==> config.mk <==
export PLATFORM = sky130hd
export DESIGN_NAME = n9_spi_packer
export DESIGN_NICKNAME = d
export VERILOG_FILES = /design/src/rtl/n9_pkg.sv /design/src/rtl/n9_frame_pack.sv /design/src/rtl/n9_half_tick.sv /design/src/rtl/n9_serial_fsm.sv /design/src/rtl/n9_spi_packer.sv
export SDC_FILE = /design/constraint.sdc
export NUM_CORES = 1
export LEC_CHECK = 0
export ABC_AREA = 1
export BUFFER_PORTS_ARGS = -buffer_cell sky130_fd_sc_hd__buf_2
export CAP_MARGIN = 20
export CORE_AREA = 2 2 71 73
export CTS_BUF_LIST = sky130_fd_sc_hd__clkbuf_4 sky130_fd_sc_hd__clkbuf_8
export DETAILED_ROUTE_END_ITERATION = 10
export DIE_AREA = 0 0 73 75
export PLACE_DENSITY = 0.81
export SYNTH_ARGS = -nofsm -noshare
export SYNTH_HDL_FRONTEND = slang
export SYNTH_SLANG_ARGS = --single-unit
==> constraint.sdc <==
create_clock -name clk -period 1.8 [get_ports clk]
set_clock_uncertainty 0.1 [all_clocks]
set_input_delay 0.54 -clock clk [delete_from_list [all_inputs] [get_ports clk]]
set_output_delay 0.54 -clock clk [all_outputs]
set_load 0.02 [all_outputs]
==> src/rtl/n9_pkg.sv <==
package n9_pkg;
   localparam int unsigned DESC_W = 32;
   localparam logic [1:0] CNT_SKIP = 2'd3;

   typedef enum logic [1:0] {
      ST_IDLE,
      ST_SHIFT,
      ST_TAIL,
      ST_GAP
   } n9_state_e;
endpackage

==> src/rtl/n9_frame_pack.sv <==
// Turns a descriptor into a left-aligned frame word plus its bit length.
module n9_frame_pack
   import n9_pkg::*;
(
   input  logic [DESC_W-1:0] desc,
   output logic [DESC_W-1:0] frame,
   output logic [5:0]        nbits,
   output logic              skip
);
   logic [1:0] cnt;
   assign cnt = desc[DESC_W-1 -: 2];

   // Left shift by 23 - 9*count moves the first item to bit 31 and
   // leaves zero padding below the last item.
   always_comb begin
      skip  = (cnt == CNT_SKIP);
      frame = '0;
      nbits = '0;
      case (cnt)
         2'd0: begin frame = desc << 23; nbits = 6'd16; end
         2'd1: begin frame = desc << 14; nbits = 6'd24; end
         2'd2: begin frame = desc << 5;  nbits = 6'd32; end
         default: begin frame = '0; nbits = '0; end
      endcase
   end
endmodule

==> src/rtl/n9_half_tick.sv <==
// Half-period strobe for the serial clock.
module n9_half_tick #(
   parameter int unsigned DIV_HALF = 4
) (
   input  logic clk,
   input  logic rst_n,
   input  logic run,
   output logic tick
);
   generate
      if (DIV_HALF < 1) begin : g_bad_div
         $error("DIV_HALF must be at least 1");
      end

      if (DIV_HALF == 1) begin : g_direct
         assign tick = run;
      end else begin : g_count
         localparam int unsigned CW = $clog2(DIV_HALF);
         localparam logic [CW-1:0] LAST = CW'(DIV_HALF - 1);
         logic [CW-1:0] cnt;

         always_ff @(posedge clk or negedge rst_n) begin
            if (!rst_n)           cnt <= '0;
            else if (!run)        cnt <= '0;
            else if (cnt == LAST) cnt <= '0;
            else                  cnt <= cnt + 1'b1;
         end

         assign tick = run && (cnt == LAST);

         // strobes are never adjacent when the divider exceeds one
         a_r9_tick_spacing: assert property (@(posedge clk) disable iff (!rst_n)
            tick |=> !tick);
      end
   endgenerate
endmodule

==> src/rtl/n9_serial_fsm.sv <==
// Mode-3 shifter with chip-select framing and inter-frame gap.
module n9_serial_fsm
   import n9_pkg::*;
#(
   parameter int unsigned GAP_HALVES = 2
) (
   input  logic              clk,
   input  logic              rst_n,
   input  logic              in_valid,
   input  logic [DESC_W-1:0] frame,
   input  logic [5:0]        nbits,
   input  logic              skip,
   input  logic              tick,
   output logic              run,
   output logic              in_ready,
   output logic              done,
   output logic              sclk,
   output logic              mosi,
   output logic              cs_n
);
   localparam int unsigned GW = $clog2(GAP_HALVES + 1);
   localparam logic [GW-1:0] GAP_LAST = GW'(GAP_HALVES - 1);

   generate
      if (GAP_HALVES < 2) begin : g_bad_gap
         $error("GAP_HALVES must be at least 2 (one serial clock period)");
      end
   endgenerate

   n9_state_e         state;
   logic [DESC_W-1:0] shreg;
   logic [5:0]        bits_left;
   logic              first;
   logic [GW-1:0]     gap_cnt;
   logic              accept;

   assign in_ready = (state == ST_IDLE);
   assign run      = (state != ST_IDLE);
   assign accept   = in_valid && in_ready;
   assign mosi     = shreg[DESC_W-1];

   always_ff @(posedge clk or negedge rst_n) begin
      if (!rst_n) begin
         state     <= ST_IDLE;
         shreg     <= '0;
         bits_left <= '0;
         first     <= 1'b0;
         gap_cnt   <= '0;
         sclk      <= 1'b1;
         cs_n      <= 1'b1;
         done      <= 1'b0;
      end else begin
         done <= 1'b0;
         case (state)
            ST_IDLE: begin
               if (accept) begin
                  if (skip) begin
                     done <= 1'b1;
                  end else begin
                     shreg     <= frame;
                     bits_left <= nbits;
                     first     <= 1'b1;
                     cs_n      <= 1'b0;
                     state     <= ST_SHIFT;
                  end
               end
            end
            ST_SHIFT: begin
               if (tick) begin
                  if (sclk) begin
                     sclk  <= 1'b0;
                     first <= 1'b0;
                     if (!first) shreg <= shreg << 1;
                  end else begin
                     sclk      <= 1'b1;
                     bits_left <= bits_left - 1'b1;
                     if (bits_left == 6'd1) state <= ST_TAIL;
                  end
               end
            end
            ST_TAIL: begin
               if (tick) begin
                  cs_n    <= 1'b1;
                  gap_cnt <= '0;
                  state   <= ST_GAP;
               end
            end
            ST_GAP: begin
               if (tick) begin
                  if (gap_cnt == GAP_LAST) begin
                     done  <= 1'b1;
                     shreg <= '0;
                     state <= ST_IDLE;
                  end else begin
                     gap_cnt <= gap_cnt + 1'b1;
                  end
               end
            end
            default: state <= ST_IDLE;
         endcase
      end
   end

   // clock parks high outside a frame
   a_r4_idle_high: assert property (@(posedge clk) disable iff (!rst_n)
      cs_n |-> sclk);

   // data moves only while the clock is low inside a frame
   a_r4_mosi_hold: assert property (@(posedge clk) disable iff (!rst_n)
      (!cs_n && !$past(cs_n) && (mosi != $past(mosi))) |-> !sclk);

   // chip select stays released after a frame ends
   a_r5_gap: assert property (@(posedge clk) disable iff (!rst_n)
      $rose(cs_n) |=> cs_n);

   // a skipped descriptor produces done without bus activity
   a_r6_skip_quiet: assert property (@(posedge clk) disable iff (!rst_n)
      (in_valid && in_ready && skip) |=> (cs_n && done));

   // busy after a real frame is accepted
   a_r7_busy: assert property (@(posedge clk) disable iff (!rst_n)
      (in_valid && in_ready && !skip) |=> !in_ready);

   // done is a single-cycle pulse
   a_r7_done_pulse: assert property (@(posedge clk) disable iff (!rst_n)
      done |=> !done);
endmodule

==> src/rtl/n9_spi_packer.sv <==
module n9_spi_packer
   import n9_pkg::*;
#(
   parameter int unsigned DIV_HALF   = 4,
   parameter int unsigned GAP_HALVES = 2
) (
   input  logic              clk,
   input  logic              rst_n,
   input  logic              in_valid,
   output logic              in_ready,
   input  logic [DESC_W-1:0] in_desc,
   output logic              spi_sclk,
   output logic              spi_mosi,
   output logic              spi_cs_n,
   output logic              done
);
   logic [DESC_W-1:0] frame;
   logic [5:0]        nbits;
   logic              skip;
   logic              run;
   logic              tick;

   n9_frame_pack u_pack (
      .desc  (in_desc),
      .frame (frame),
      .nbits (nbits),
      .skip  (skip)
   );

   n9_half_tick #(.DIV_HALF(DIV_HALF)) u_tick (
      .clk   (clk),
      .rst_n (rst_n),
      .run   (run),
      .tick  (tick)
   );

   n9_serial_fsm #(.GAP_HALVES(GAP_HALVES)) u_fsm (
      .clk      (clk),
      .rst_n    (rst_n),
      .in_valid (in_valid),
      .frame    (frame),
      .nbits    (nbits),
      .skip     (skip),
      .tick     (tick),
      .run      (run),
      .in_ready (in_ready),
      .done     (done),
      .sclk     (spi_sclk),
      .mosi     (spi_mosi),
      .cs_n     (spi_cs_n)
   );
endmodule

==> impl_metrics.yaml, run 1 <==
status:
  status: "finished, violations left"
  violations: "setup timing"
pwr:
  power_density_nw_per_um2: 1760
  switching_share_pct: 46.3
  p_clk_share_pct: 11.2
  p_comb_share_pct: 63.6
  power_mw: 6.23
  p_seq_share_pct: 25.2
  cellInternalPower_mw: 3.35
  p_switching_mw: 2.89
  p_leak_nw: 1.92
  irDropWorstVdd_uv: 1260
cells_and_area:
  synthToLayoutAreaGrowth_pct: 29.8
  nets: 507
  diodes: 0
  fin_cells: 517
  final_area_um2: 3530
  drive_above_1_share_pct: 28.3
setup_path:
  critical_path_class: "reg2reg"
  required_ns: 1.95
  crit_arrival_ns: 1.99
  r2r_slack_ns: -0.04
  cp_slowest_stage_delay_ns: 0.42
  crit_path_end_kind: "flip-flop"
  crit_top_cell: "nor2_4"
  cpMaxStageDelayCell: "dfrtp_1"
  path_cells: "buf_6 > ha_4 > inv_4 > nor2_4 > nor2_4 > nand3_2 > nor2_4 > clkbuf_16 > nand2_2 > nand2_2"
  worstSetupStartpointType: "flip-flop"
  path_max_fanout: 5
yosys:
  synthesis.nets: 441
  ys_warn_count: 0
  synth_area_leaders: "dfrtp_1 (38%), nand2_1 (27%), nand3_1 (12%), ha_1 (4.6%), inv_1 (2.1%)"
  yosysTopAreaCell: "dfrtp_1"
  ys_types: 26
  synth-seq-cells: 43
  netlist_area_um2: 2720
  synth_top_area_share_pct: 37.7
  syn_area_per_cell_um2: 6.88
  yosysSeqAreaShare_pct: 39.6
  postSynthCellCount: 396
sta:
  relSlewSlack_pct: 69.0
  slew_viol_final: 0
  hold_viol_final: 0
  finalSetupTns_ns: -0.307
  setup_ws_ns: -0.0403
  fin_crit_ns: 1.84
  tightest_slew_ns: 0.465
  max_freq_mhz: 543
  setup-violations-final: 17
  period_share_pct: 102
  rsz0062_at_grt: "true"
cts:
  clockBufferDepth: 2
  cts_sinks: 43
  cts_made_buffers: 5
  cts-root-buf: "clkbuf_8"
  clk_pin_slew_ns: 0.09
  clk_latency_ns: 0.30
  cts_tree: "done"
  htreeDepth: 2
floorplan:
  ios: 40
  rows: 25
  core_area_um2: 4660
  initial_utilization_pct: 58.4
  die_width_um: 73
  dieArea_um2: 5480
  dieHeight_um: 75
routing:
  wl_per_cell_um: 15.5
  drt_wl_total_um: 7990
  postRouteAntennaNets: 0
  drc: 0
  vias_per_cell: 5.88
  routed-via-count: 3042
  drtIter0Drc: 304
  drt_first_pass_iters: 6
flow_run:
  drv_cap: 0
global_routing:
  globalRouteOverflowTotal: 0
  grt_max_degree: 37
  grtUsageTotal_pct: 27.7
  grt_pass1_wl_um: 11900
  grt_pass1_vias: 2705
  antenna_found_initial: 0
placed_design:
  dpl-instance-area_um2: 3150
  gp_congestion: 0.875
  port_buffers: 36
  place_inst: 501
  dp_hpwl_um: 5000
worst_hold_path:
  worst_hold_path_type: "in2async"
[cell families (layout without fill, tap and decap cells)]
group                      after synthesis  count (layout)  share of synthesized area (%)
xor gates and xnor gates                 1               1                          0.322
adders and majority gates               10              10                           4.60
and+or+nand+nor                        288             288                           45.0
buffers and inverters                   34             101                           6.30
AOI/OAI and AO/OA                       20              20                           4.18
DFF                                     43              43                           39.6
[registers in the layout, summed over array words and instances, names as in the netlist]
| register | count |
|---|---|
| u_fsm.sclk | 1 |
| u_fsm.state | 2 |
| u_tick.g_count.cnt | 2 |
| u_fsm.first | 1 |
| u_fsm.bits_left | 6 |
| u_fsm.shreg | 27 |
| u_fsm.cs_n | 1 |
| u_fsm.done | 1 |
| u_fsm.gap_cnt | 2 |
[critical path: cells and delay by family, from the launching register on]
kind / cells / cell delay, ns
adders and majority gates: 1 / 0.18
buffers and inverters: 3 / 0.43
DFF: 1 / 0.42
and+or+nand+nor: 6 / 0.65
[worst paths after layout]
path / start / end / cells past startpoint
setup / recovery: u_fsm.state[1]$_DFFE_PN0P_ / u_fsm.shreg[15]$_DFFE_PN0P_ / 10
hold / removal: rst_n / u_fsm.gap_cnt[1]$_DFFE_PN0P_ / 1
setup reg to reg: u_fsm.state[1]$_DFFE_PN0P_ / u_fsm.shreg[15]$_DFFE_PN0P_ / 10
hold reg to reg: u_tick.g_count.cnt[0]$_DFF_PN0_ / u_tick.g_count.cnt[0]$_DFF_PN0_ / 1
max in group asynchronous: rst_n / u_fsm.shreg[21]$_DFFE_PN0P_ / 2
min in group clk: u_tick.g_count.cnt[0]$_DFF_PN0_ / u_tick.g_count.cnt[0]$_DFF_PN0_ / 1
[per-stage QoR]
| step | hold slack [ns] | utilization, % | worst slack, ns |
|---|---|---|---|
| 2_1_floorplan | 0.144 | - | 0.137 |
| 3_3_place_gp | 0.318 | 67.6 | 0.0571 |
| 3_5_place_dp | 0.331 | 67.6 | 0.0170 |
| 4_1_cts | 0.105 | 70.3 | -0.0400 |
| 5_1_grt | 0.133 | 75.8 | -0.115 |
| 6_report | 0.0804 | 75.8 | -0.0403 |
[power by group through the flow]
| stage | logic, mW | registers, mW | clock network [mW] |
|---|---|---|---|
| floorplan | 2.06 | 1.56 | 0 |
| detailed placement | 3.03 | 1.58 | 0 |
| global placement | 2.95 | 1.56 | 0 |
| finish | 3.97 | 1.57 | 0.696 |
| global route | 4.32 | 1.61 | 0.731 |
| CTS | 3.13 | 1.55 | 0.703 |
[layout make-up]
cell class	instances	area [um2]
timing repair buffer	75	579
sequential	43	1080
multi-input combinational	319	1630
fill	331	1130
inverter	18	72.6
tap	54	67.6
clock buffer	8	104
[cells in the mapped netlist]
library cell	n
nand2_1	193
nand3_1	66
dfrtp_1	41
inv_1	15
nor2_1	15
buf_2	11
ha_1	10
o21ai_0	10
a21oi_1	4
nor2_2	4
buf_6	3
inv_2	3
nor3_1	3
buf_4	2
dfstp_2	2
nor2_4	2
o21ai_1	2
o21ai_2	2
nand2_2	1
nand3_2	1
nand3b_1	1
nand4_1	1
nand4_4	1
o21a_1	1
o32ai_1	1
xor2_1	1
[what timing repair did]
item / 4_1_cts / 5_1_grt
buffers inserted: 1 / 4
hold endpoints to repair: 0 / 0
setup endpoints to repair: 8 / 37
hold buffers: 0 / 0
pin swaps: 1 / 20
cloned: 0 / 3
resized for setup: 5 / 46
[metal layers]
layer  vias up  global-route usage, %  part of all wire [%]
met5         -                      0                     0
met4         0                   8.64                   3.8
met3        43                   4.15                   8.0
met2       195                   45.6                    48
met1      1410                   37.9                    40
li1       1394                      -                     -
[placed cells by master (no fill, tap or decap), types with 2 or more instances in the layout]
cell type,count
a21oi_1,3
buf_12,4
buf_2,35
buf_4,29
buf_6,5
clkbuf_16,2
clkbuf_8,7
dfrtp_1,41
dfstp_2,2
ha_1,5
ha_4,4
inv_1,13
inv_2,3
inv_4,2
nand2_1,171
nand2_2,18
nand2_4,5
nand3_1,66
nor2_1,13
nor2_2,4
nor2_4,4
nor3_1,3
o21ai_0,10
o21ai_1,2
Note: power is estimated with default switching activity, not from simulation.
==> run 2: changes to the inputs <==
Settings changed: PLACE_DENSITY 0.81 to 0.84.
==> run 2 against run 1 <==
  * The run now ends clean
  * Power down 13%
  * Fmax up 4.9%
  * Largest power group unchanged
  * Core utilization down 5.3 points
  * Wire length down 13%
  * Sequential power about the same
  * Flip-flop and latch count unchanged
==> impl_metrics.yaml, run 2 (same netlist as run 1, synthesis figures left out) <==
status:
  status: "finished, final reports clean"
cells_and_area:
  final_common_cell: "nand2_1"
  nets: 495
  diodes: 0
  largest_register: "u_fsm.shreg"
  post-route-util_pct: 70.5
  reg_top3: "u_fsm.shreg x27, u_fsm.bits_left x6"
  synthToLayoutAreaGrowth_pct: 20.7
  fin_cells: 505
  final_cell_mix: "nand2_1 (193), nand3_1 (66), dfrtp_1 (40), buf_2 (35), buf_4 (21)"
  drive_above_1_share_pct: 21.5
  final_area_um2: 3290
  largest_reg_flops: 27
global_routing:
  grt_pass1_wl_um: 11100
  antenna_found_initial: 0
  globalRouteOverflowTotal: 0
  grtUsageTotal_pct: 26.1
  grt_max_degree: 37
  grt_pass1_vias: 2634
sta:
  period_share_pct: 97.5
  fin_crit_ns: 1.75
  max_freq_mhz: 570
  fin_hold_ws_ns: 0.0188
  hold_viol_final: 0
  tightest_slew_ns: 0.361
  setup-violations-final: 0
  slew_viol_final: 0
  rsz0062_at_grt: "true"
  relSlewSlack_pct: 75.9
  setup_ws_ns: 0.0452
routing:
  drt_first_pass_iters: 5
  postRouteAntennaNets: 0
  drc: 0
  drtIter0Drc: 263
  drt_wl_total_um: 6920
  vias_per_cell: 5.49
  routed-via-count: 2772
  wl_per_cell_um: 13.7
setup_path:
  required_ns: 1.16
  path_cells: "inv_4 > ha_4 > buf_6"
  critical_path_class: "reg2out"
  crit_arrival_ns: 1.11
  crit_path_end_kind: "output port"
  worstSetupStartpointType: "flip-flop"
  path_max_fanout: 4
  cpMaxStageDelayCell: "dfrtp_2"
  cp_slowest_stage_delay_ns: 0.46
placed_design:
  dp_slack_ns: -0.00612
  dpl-instance-area_um2: 3120
  port_buffers: 36
  dp_hpwl_um: 4820
  gp_congestion: 0.925
  place_inst: 496
pwr:
  switching_share_pct: 46.3
  irDropWorstVdd_uv: 956
  p_leak_nw: 1.77
  p_comb_share_pct: 59.8
  p_switching_mw: 2.51
  p_seq_share_pct: 28.9
  cellInternalPower_mw: 2.92
  p_clk_share_pct: 11.3
  power_density_nw_per_um2: 1650
cts:
  clockBufferDepth: 2
  ctsHoldBuffers: 0
  cts_tree: "done"
  htreeDepth: 2
  cts-root-buf: "clkbuf_8"
  clk_pin_slew_ns: 0.08
  cts_sinks: 43
  clk_latency_ns: 0.30
  cts_made_buffers: 5
floorplan:
  rows: 25
  dieArea_um2: 5480
  die_width_um: 73
  ios: 40
  dieHeight_um: 75
  initial_utilization_pct: 58.4
  core_area_um2: 4660
worst_hold_path:
  worst_hold_path_type: "in2async"
flow_run:
  drv_cap: 0
## run 2: timing repair
| action | CTS | global route |
|---|---|---|
| setup endpoints to repair | 2 | 36 |
| gates cloned | 0 | 0 |
| buffers inserted | 1 | 0 |
| gates resized for setup | 4 | 14 |
## run 2: stage by stage
step	total power [mW]	TNS, ns
after CTS	5.28	-0.0138
after detailed placement	4.60	-0.00612
after global routing	5.87	-0.374
after global placement	4.50	0
final	5.43	0
after floorplan	3.62	0
## run 2: metal layers
layer / share of wire (%) / wire length [um] / vias to the layer above / global-route usage [%]
met3: 4.7 / 327 / 16 / 5.62
met1: 44 / 3050 / 1293 / 33.5
met5: 0 / 0 / - / 0
met4: 1.6 / 112 / 0 / 10.3
li1: - / - / 1371 / -
met2: 50 / 3430 / 92 / 43.4
## run 2: final timing paths
check / start / endpoint / slack, ns / cells after the start
hold / removal: rst_n / u_fsm.bits_left[2]$_DFFE_PN0P_ / 0.02 / 1
hold reg to reg: u_tick.g_count.cnt[0]$_DFF_PN0_ / u_tick.g_count.cnt[0]$_DFF_PN0_ / 0.34 / 1
min in group clk: u_tick.g_count.cnt[0]$_DFF_PN0_ / u_tick.g_count.cnt[0]$_DFF_PN0_ / 0.34 / 1
max in group asynchronous: rst_n / u_fsm.shreg[26]$_DFFE_PN0P_ / 1.13 / 2
setup / recovery: u_fsm.state[0]$_DFFE_PN0P_ / in_ready / 0.05 / 3
setup reg to reg: u_fsm.state[0]$_DFFE_PN0P_ / u_fsm.state[1]$_DFFE_PN0P_ / 0.07 / 10
## run 2: power by group through the flow
stage / Combinational [mW] / Sequential, mW / Clock [mW]
2_1_floorplan: 2.06 / 1.56 / 0
3_3_place_gp: 2.94 / 1.56 / 0
3_5_place_dp: 3.03 / 1.56 / 0
4_1_cts: 3.10 / 1.55 / 0.626
5_1_grt: 3.60 / 1.61 / 0.663
6_report: 3.25 / 1.57 / 0.611
## run 2: cell type report
cell class,instances,area [um2]
Multi-Input combinational cell,319,1520
Fill cell,375,1380
Sequential cell,43,1080
Timing Repair Buffer,63,455
Inverter,18,70.1
Clock buffer,5,68.8
Tap cell,54,67.6
Clock inverter,3,20.0
## run 2: worst max-delay path, delay by kind of cell, from the launching register on
kind	cells	cell delay [ns]
fa+ha+maj	1	0.14
buf+inv	2	0.21
flops	1	0.46
==> run 3: changes to the inputs <==
Settings changed: CORE_AREA 2 2 71 73 to 2 2 93 95, DIE_AREA 0 0 73 75 to 0 0 95 97, PLACE_DENSITY 0.84 to 0.56.
Clock period 1.8 ns to 1.4 ns, I/O delays scaled along.
==> run 3 against run 2 <==
  * Critical path type is now reg2reg
  * The flow now finishes with violations (setup timing)
  * Register-to-register slack worse by 0.46 ns
  * Sequential power is 29% higher
  * Via count is 7.7% higher
  * Largest power group unchanged
  * Flip-flop and latch count stayed put
  * Largest cell class unchanged
  * Sequential share of layout area is 6.1 points lower
  * Power is 70% higher
==> impl_metrics.yaml, run 3 (same netlist as run 1, synthesis figures left out) <==
status:
  status: "finished, violations left"
  violations: "setup timing"
global_routing:
  grt_pass1_wl_um: 13300
  grt_max_degree: 44
  antenna_found_initial: 0
  grtUsageTotal_pct: 18.1
  grt_pass1_vias: 2772
  globalRouteOverflowTotal: 0
sta:
  fin_hold_ws_ns: 0.273
  finalSetupTns_ns: -12.47
  tightest_slew_ns: 0.250
  rsz0062_at_grt: "true"
  max_freq_mhz: 559
  setup-violations-final: 43
  hold_viol_final: 0
  fin_crit_ns: 1.79
  relSlewSlack_pct: 83.4
  period_share_pct: 128
  setup_ws_ns: -0.390
  slew_viol_final: 0
routing:
  drt_first_pass_iters: 4
  postRouteAntennaNets: 0
  drt_wl_total_um: 8780
  drtIter0Drc: 187
  vias_per_cell: 5.02
  routed-via-count: 2985
  wl_per_cell_um: 14.8
  drc: 0
flow_run:
  drv_cap: 0
placed_design:
  port_buffers: 36
  dp_hpwl_um: 5570
  place_inst: 569
  gp_congestion: 0.844
  dpl-instance-area_um2: 3420
floorplan:
  dieHeight_um: 97
  core_area_um2: 8130
  die_width_um: 95
  rows: 33
  dieArea_um2: 9220
  ios: 40
  initial_utilization_pct: 33.5
cts:
  cts_sinks: 43
  cts-root-buf: "clkbuf_8"
  cts_tree: "done"
  cts_made_buffers: 5
  clk_pin_slew_ns: 0.10
  clk_latency_ns: 0.31
  clockBufferDepth: 2
  htreeDepth: 2
setup_path:
  crit_arrival_ns: 1.94
  path_max_fanout: 9
  worstSetupStartpointType: "flip-flop"
  rr_worst_depth: 10
  required_ns: 1.55
  r2r-start: "u_fsm.state[0]$_DFFE_PN0P_"
  critPathLaunch: "u_fsm.state[0]$_DFFE_PN0P_"
  critical_path_class: "reg2reg"
  crit_path_end_kind: "flip-flop"
cells_and_area:
  largest_reg_flops: 27
  final_cell_mix: "nand2_1 (180), nand3_1 (63), buf_4 (39), dfrtp_1 (39), buf_2 (32)"
  final.fill_count: 765
  drive_above_1_share_pct: 34.1
  final_area_um2: 4040
  reg_top3: "u_fsm.shreg x27, u_fsm.bits_left x6"
  diodes: 0
  largest_register: "u_fsm.shreg"
  final_common_cell: "nand2_1"
  nets: 534
  fin_cells: 595
  synthToLayoutAreaGrowth_pct: 48.3
pwr:
  p_leak_nw: 2.09
  irDropWorstVdd_uv: 833
  power_mw: 9.24
  power_density_nw_per_um2: 2290
worst_hold_path:
  min-delay-start: "in_desc[0]"
  whs_path_depth: 3
  worst_hold_path_type: "in2reg"
==> run 3: changes by cell type in the layout (fill, tap and decap cells not counted), moves of 4 or more <==
cell,delta
buf_4,+18
buf_6,+15
clkbuf_16,+5
nand2_1,-13
nand2_2,+4
nand2_4,+9
nor2_1,-4
o21ai_0,-8
o21ai_2,+5
==> run 3: layout make-up <==
class | count | area [um2] | share of cell area (%)
Clock inverter | 3 | 20.0 | 0.496
Clock buffer | 5 | 68.8 | 1.70
Inverter | 18 | 77.6 | 1.92
Timing Repair Buffer | 102 | 947 | 23.5
Multi-Input combinational cell | 319 | 1710 | 42.4
Tap cell | 105 | 131 | 3.25
Sequential cell | 43 | 1080 | 26.8
==> run 3: stage by stage <==
step	setup WS, ns	utilization, %
2_1_floorplan	-0.195	-
3_3_place_gp	-0.311	42.0
3_5_place_dp	-0.352	42.0
4_1_cts	-0.376	45.1
5_1_grt	-0.454	49.6
6_report	-0.390	49.6
==> run 3: final timing paths <==
kind / endpoint / slack (ns)
max: u_fsm.shreg[21]$_DFFE_PN0P_ / -0.39
min: u_fsm.shreg[5]$_DFFE_PN0P_ / 0.27
max reg2reg: u_fsm.shreg[21]$_DFFE_PN0P_ / -0.39
min reg2reg: u_fsm.shreg[30]$_DFFE_PN0P_ / 0.38
max in group asynchronous: u_fsm.sclk$_DFFE_PN1P_ / 0.41
min in group asynchronous: u_fsm.state[1]$_DFFE_PN0P_ / 0.50
==> run 3: timing repair <==
action / 4_1_cts / 5_1_grt
setup buffers: 3 / 8
resized for setup: 32 / 48
cloned: 1 / 6
endpoints found under the hold margin: 38 / 0
pin swaps: 4 / 16
endpoints found under the setup margin: 44 / 45
hold buffers: 1 / 0
==> run 3: where the power goes <==
part,total [mW],internal (mW),switching [mW]
sequential,2.02,1.73,0.295
combinational,6.38,3.03,3.35
clock,0.836,0.348,0.488
==> run 3: layer usage <==
metal / GRT usage, % / share of wire [%]
met1: 24.4 / 42
met2: 29.4 / 51
met3: 3.04 / 4.9
met4: 5.80 / 2.2
met5: 0 / 0
==> run 3: worst max-delay path: stages, from the launching register on <==
cell,delay [ns]
dfrtp_2,0.44
buf_6,0.14
ha_4,0.20
buf_6,0.13
nor2_4,0.12
buf_12,0.15
clkbuf_16,0.16
nand3_1,0.08
nand3_1,0.09
nand2_1,0.06
nand2_1,0.06
